<file path="src/rtl/bpl_pkg.sv">
package bpl_pkg;
  // strobes from control to datapath
  typedef struct packed {
    logic capAddr;  // take bus value as the address
    logic wrEn;     // store bus value into the addressed word
  } bplStrobe_t;
endpackage

</file>
<file path="src/rtl/bpl_sync.sv">
module bpl_sync #(
  parameter int W = 1
) (
  input  logic         clk,
  input  logic         rstN,
  input  logic [W-1:0] din,
  output logic [W-1:0] dout
);
  logic [W-1:0] stage1;

  always_ff @(posedge clk or negedge rstN) begin
    if (!rstN) begin
      stage1 <= '0;
      dout   <= '0;
    end else begin
      stage1 <= din;
      dout   <= stage1;
    end
  end
endmodule

</file>
<file path="src/rtl/bpl_ctrl.sv">
module bpl_ctrl
  import bpl_pkg::*;
(
  input  logic       clk,
  input  logic       rstN,
  input  logic       asS,
  input  logic       dlS,
  input  logic       wrS,
  input  logic       busMatch,
  output bplStrobe_t stb,
  output logic       busOe
);
  logic asPrev, dlPrev, selected;
  logic asRise, dlRise, dlFall;

  assign asRise = asS & ~asPrev;
  assign dlRise = dlS & ~dlPrev;
  assign dlFall = ~dlS & dlPrev;

  always_ff @(posedge clk or negedge rstN) begin
    if (!rstN) begin
      asPrev   <= 1'b0;
      dlPrev   <= 1'b0;
      selected <= 1'b0;
    end else begin
      asPrev <= asS;
      dlPrev <= dlS;
      if (dlFall)      selected <= 1'b0;
      else if (asRise) selected <= busMatch;
    end
  end

  always_comb begin
    stb.capAddr = asRise;
    stb.wrEn    = dlRise & selected & wrS;
  end

  assign busOe = selected & dlS & ~wrS;

  AST_SEL_FROM_STROBE: assert property (@(posedge clk) disable iff (!rstN)
    $rose(selected) |-> $past(asRise));
  AST_SEL_CLEARS: assert property (@(posedge clk) disable iff (!rstN)
    dlFall |=> !selected);
  AST_OE_NEEDS_SEL: assert property (@(posedge clk) disable iff (!rstN)
    busOe |-> selected);
endmodule

</file>
<file path="src/rtl/bpl_datapath.sv">
module bpl_datapath
  import bpl_pkg::*;
#(
  parameter int DATA_W    = 16,
  parameter int ID_W      = 8,
  parameter int NUM_WORDS = 128
) (
  input  logic                          clk,
  input  logic                          rstN,
  input  bplStrobe_t                    stb,
  input  logic [DATA_W-1:0]             busS,
  input  logic [ID_W-1:0]               boardId,
  input  logic                          busOe,
  input  logic [$clog2(NUM_WORDS)-1:0]  userAddr,
  output logic [DATA_W-1:0]             userData,
  output logic [DATA_W-1:0]             busOut,
  output logic                          busMatch
);
  localparam int IDX_W = $clog2(NUM_WORDS);
  // address bits between the word index and the board field must be zero
  localparam logic [DATA_W-1:0] GAP_MASK =
    ({DATA_W{1'b1}} >> ID_W) & ({DATA_W{1'b1}} << IDX_W);

  logic [DATA_W-1:0] regs [NUM_WORDS];
  logic [IDX_W-1:0]  idxReg;

  assign busMatch = (busS[DATA_W-1 -: ID_W] == boardId) &&
                    ((busS & GAP_MASK) == '0);

  always_ff @(posedge clk or negedge rstN) begin
    if (!rstN) begin
      idxReg <= '0;
      for (int i = 0; i < NUM_WORDS; i++) regs[i] <= '0;
    end else begin
      if (stb.capAddr) idxReg <= busS[IDX_W-1:0];
      if (stb.wrEn)    regs[idxReg] <= busS;
    end
  end

  assign busOut   = busOe ? regs[idxReg] : '0;
  assign userData = regs[userAddr];

  AST_WRITE_LANDS: assert property (@(posedge clk) disable iff (!rstN)
    stb.wrEn |=> regs[$past(idxReg)] == $past(busS));
endmodule

</file>
<file path="src/rtl/bpl_slave.sv">
module bpl_slave
  import bpl_pkg::*;
#(
  parameter int DATA_W    = 16,
  parameter int ID_W      = 8,
  parameter int NUM_WORDS = 128
) (
  input  logic                         clk,
  input  logic                         rstN,
  input  logic [DATA_W-1:0]            busIn,
  output logic [DATA_W-1:0]            busOut,
  output logic                         busOe,
  input  logic                         addrStrobe,
  input  logic                         writeInd,
  input  logic                         dataLatch,
  input  logic [ID_W-1:0]              boardId,
  input  logic [$clog2(NUM_WORDS)-1:0] userAddr,
  output logic [DATA_W-1:0]            userData
);
  logic [DATA_W-1:0] busS;
  logic [2:0]        ctlS;
  logic              busMatch;
  bplStrobe_t        stb;

  bpl_sync #(.W(DATA_W)) busSync_i (
    .clk(clk), .rstN(rstN), .din(busIn), .dout(busS));
  bpl_sync #(.W(3)) ctlSync_i (
    .clk(clk), .rstN(rstN), .din({addrStrobe, dataLatch, writeInd}), .dout(ctlS));

  bpl_ctrl ctrl_i (
    .clk(clk), .rstN(rstN), .asS(ctlS[2]), .dlS(ctlS[1]), .wrS(ctlS[0]),
    .busMatch(busMatch), .stb(stb), .busOe(busOe));

  bpl_datapath #(.DATA_W(DATA_W), .ID_W(ID_W), .NUM_WORDS(NUM_WORDS)) dp_i (
    .clk(clk), .rstN(rstN), .stb(stb), .busS(busS), .boardId(boardId),
    .busOe(busOe), .userAddr(userAddr), .userData(userData),
    .busOut(busOut), .busMatch(busMatch));

  AST_QUIET_IDLE: assert property (@(posedge clk) disable iff (!rstN)
    !busOe |-> busOut == '0);
endmodule

</file>
<file path="config.mk">
export PLATFORM = sky130hd
export DESIGN_NAME = bpl_slave
export DESIGN_NICKNAME = d
export VERILOG_FILES = /design/src/rtl/bpl_pkg.sv /design/src/rtl/bpl_sync.sv /design/src/rtl/bpl_ctrl.sv /design/src/rtl/bpl_datapath.sv /design/src/rtl/bpl_slave.sv
export SDC_FILE = /design/constraint.sdc
export NUM_CORES = 2
export LEC_CHECK = 0
export BUFFER_PORTS_ARGS = -buffer_cell sky130_fd_sc_hd__buf_2
export CAP_MARGIN = 20
export CORE_MARGIN = 3
export CORE_UTILIZATION = 45
export CTS_CLUSTER_SIZE = 28
export DETAILED_ROUTE_END_ITERATION = 7
export RECOVER_POWER = 100
export SLEW_MARGIN = 15
export SYNTH_ARGS = -nofsm -noshare
export SYNTH_HDL_FRONTEND = slang
export SYNTH_SLANG_ARGS = --single-unit
</file>
<file path="constraint.sdc">
create_clock -name clk -period 9.75 [get_ports clk]
set_clock_uncertainty 0.05 [all_clocks]
set_input_delay 1.95 -clock clk [delete_from_list [all_inputs] [get_ports clk]]
set_output_delay 1.95 -clock clk [all_outputs]
set_load 0.02 [all_outputs]
</file>
==> flow_summary.toml <==
[outcome]
status = "complete, but fails checks"
violations = "capacitance limit, slew limit"

[logic_synthesis]
synth_edf_count = 0
netlist_top_cells_area = "dfrtp_1, mux2_2, mux4_2"
yosys_most_used_dff = "dfrtp_1"
synth_cell_types = 69
synth_top_area_share_pct = 47.1
postSynthCellCount = 7675
synth.most_common_cell = "mux2_2"
synth-seq-cells = 2096
syn-cell-area_mm2 = 0.111
yosys_warnings = 0
synth_common_cells = "mux2_2, dfrtp_1, mux4_2"
synth_nets = 7711
async_flop_share_pct = 100
avgSynthCellArea_um2 = 14.5
synth.largest_area_cell = "dfrtp_1"
synth-seq-area-share_pct = 47.1

[global_routing]
grt.overflow.total = 0
grt_max_degree = 171
grt.total_usage_pct = 34.4
grt_pass1_vias = 76900
grt_pass1_wl_um = 616000
grt_antenna_before_repair = 48

[timing]
post-route-min-period_ns = 9.38
slew_headroom_pct = -358
tns_ns = 0
finalHoldViolCount = 0
tightest_slew_ns = 6.88
finalSetupViolations = 0
timing.fmax_ghz = 0.107
drv_slew = 3011
rsz0062_at_grt = "false"
period_share_pct = 96.2
hold-worst-slack_ns = 0.296

[setup_path]
crit_path_end_kind = "primary output"
worst_r2r_endpoint = "dp_i.regs[1032]"
worstPathArrival_ns = 7.38
crit_fanout = 55
cp-start-kind = "flop"
r2r_start = "dp_i.idxReg[0]"
r2r_cells = 8
crit_type = "flop to primary output"
ff2ff_setup_slack_ns = 1.40
cp_data_required_time_ns = 7.75

[min_path]
worstHoldStart = "busSync_i.stage1[4]"
hp-class = "flop to flop"
hold_depth = 0
worstHoldEndpoint = "busSync_i.dout[4]"

[drt]
vias = 77400
drt-total-wl_um = 438000
antenna_left = 0
post_drt_wl_per_cell_um = 39.7
drc = 0
drt_iter0_markers = 9327
vias_per_cell = 7.02
drtPass1Iterations = 7

[finish]
stdcell_area_mm2 = 0.123
final_cell_count_no_fill = 11000
drive_above_1_share_pct = 48.9
area_delta_synth_final_pct = 10.5
fin_nets = 7520

[clock_tree]
clockBufferDepth = 3
cts_resized = 0
cts_buffers = 231
worstSkewPairLatency_ns = 0.92
cts_tree = "done"
cts.htree.levels = 4
cts-hold-fix-buffers = 0
cts_root_buf = "clkbuf_16"
cts_setup_buffers = 0
clk_pin_slew_worst_paths_ns = 0.06
cts_num_sinks = 2096

[placed_design]
dpl_cell_area_mm2 = 0.116
port_buffers = 68
dp.cells = 10600
gp_congestion = 1.00
hpwlAfterDp_um = 273000

[die]
die-area_mm2 = 0.254
core_mm2 = 0.246
io_pins = 69
die_y_um = 504
fp.dieW_um = 504
rows = 182
start_util_pct = 45.3

[power]
pwr_density_cell_mw_per_mm2 = 174
power_mw = 21.4
ir_worst_vdd_uv = 168
p_leak_nw = 55.5

[job]
max-cap-violations = 127
where the power goes:
group          internal [mW]  leakage (nW)  switching [mW]
Combinational          0.760          22.2            1.91
Sequential              8.85          29.1           0.226
Clock                   5.81          4.11            3.85
metal layers:
| metal | track usage, % | share of wire (%) | vias up |
|---|---|---|---|
| met4 | 22.0 | 7.8 | 34 |
| met5 | 0.114 | 0.082 | - |
| met3 | 12.0 | 12 | 1338 |
| met2 | 48.8 | 43 | 4884 |
| met1 | 44.9 | 37 | 41600 |
| li1 | - | - | 29600 |
stage by stage:
| step | worst slack, ns | util, % |
|---|---|---|
| after global routing | 0.810 | 50.0 |
| after detailed placement | 1.69 | 47.0 |
| after CTS | 1.68 | 50.4 |
| final | 0.370 | 50.0 |
| after floorplan | 3.67 | - |
| after global placement | 1.68 | 47.0 |
final cells by class:
type                            count  area, µm²
Clock inverter                    103       1670
Inverter                            8       45.0
Multi-Input combinational cell   4761      55000
Antenna cell                       25       62.6
Timing Repair Buffer              386       3000
Sequential cell                  2096      52500
Tap cell                         3312       4140
Fill cell                       20900     123000
Clock buffer                      327       6700
worst max-delay path, stage by stage, from the launching register on:
cell and delay [ns]:
dfrtp_4 1.00, buf_12 0.42, nand2b_1 0.12, buf_4 0.28
nor2_1 2.16, a221oi_1 0.67, o22ai_1 0.92, o41ai_2 0.40
nand2_1 0.21, buf_2 0.18
registers in the layout, indices dropped and copies added, names as in the netlist:
name and flops:
busSync_i.dout 16, busSync_i.stage1 16, ctlSync_i.dout 3, ctlSync_i.stage1 3, ctrl_i.asPrev 1, ctrl_i.dlPrev 1
ctrl_i.selected 1, dp_i.idxReg 7, dp_i.regs 2048
kinds of logic (layout without fill, tap and decap cells):
| logic type | count (synthesis) | after routing | share of synthesized area, % |
|---|---|---|---|
| other | 0 | 25 | 0 |
| XOR/XNOR | 8 | 8 | 0.0629 |
| AO/OA/AOI/OAI | 982 | 982 | 6.48 |
| flip-flops | 2096 | 2096 | 47.1 |
| AND/OR/NAND/NOR | 508 | 508 | 2.05 |
| buffers and inverters | 818 | 824 | 3.51 |
| multiplexers | 3263 | 3263 | 40.8 |
cells in the final DEF (no fill, tap or decap), types with 6 or more instances in the layout:
master and count:
a211oi_1 12, a21oi_1 114, a221o_1 48, a221oi_1 225, a222oi_1 17, a22o_1 45, a22oi_1 144, a31oi_1 22
buf_12 51, buf_2 43, buf_4 158, bufinv_16 39, clkbuf_1 164, clkbuf_16 234, clkbuf_2 6, clkbuf_8 50
clkinv_2 43, clkinvlp_4 7, dfrtp_1 2082, dfrtp_4 13, diode_2 25, inv_6 8, mux2_1 17, mux2_2 2236
mux2i_1 211, mux4_2 798, nand2_1 207, nand3_1 22, nand4_1 6, nor2_1 198, nor2_2 21, nor3_1 11
o211ai_1 6, o21ai_0 140, o221ai_1 32, o22a_1 8, o22ai_1 103, o2bb2ai_1 13, xnor2_1 7
worst max path at each step:
| stage | slack (ns) | startpoint | endpoint | cells after the start |
|---|---|---|---|---|
| after global routing | 0.81 | rstN | dp_i.regs[1708] | 3 |
| after detailed placement | 1.69 | userAddr[0] | userData[7] | 9 |
| after floorplan | 3.67 | userAddr[0] | userData[14] | 8 |
| final | 0.37 | dp_i.idxReg[2] | busOut[9] | 9 |
| after CTS | 1.68 | userAddr[0] | userData[7] | 9 |
| after global placement | 1.68 | userAddr[0] | userData[7] | 9 |
Power figures use the tool's default switching activity.
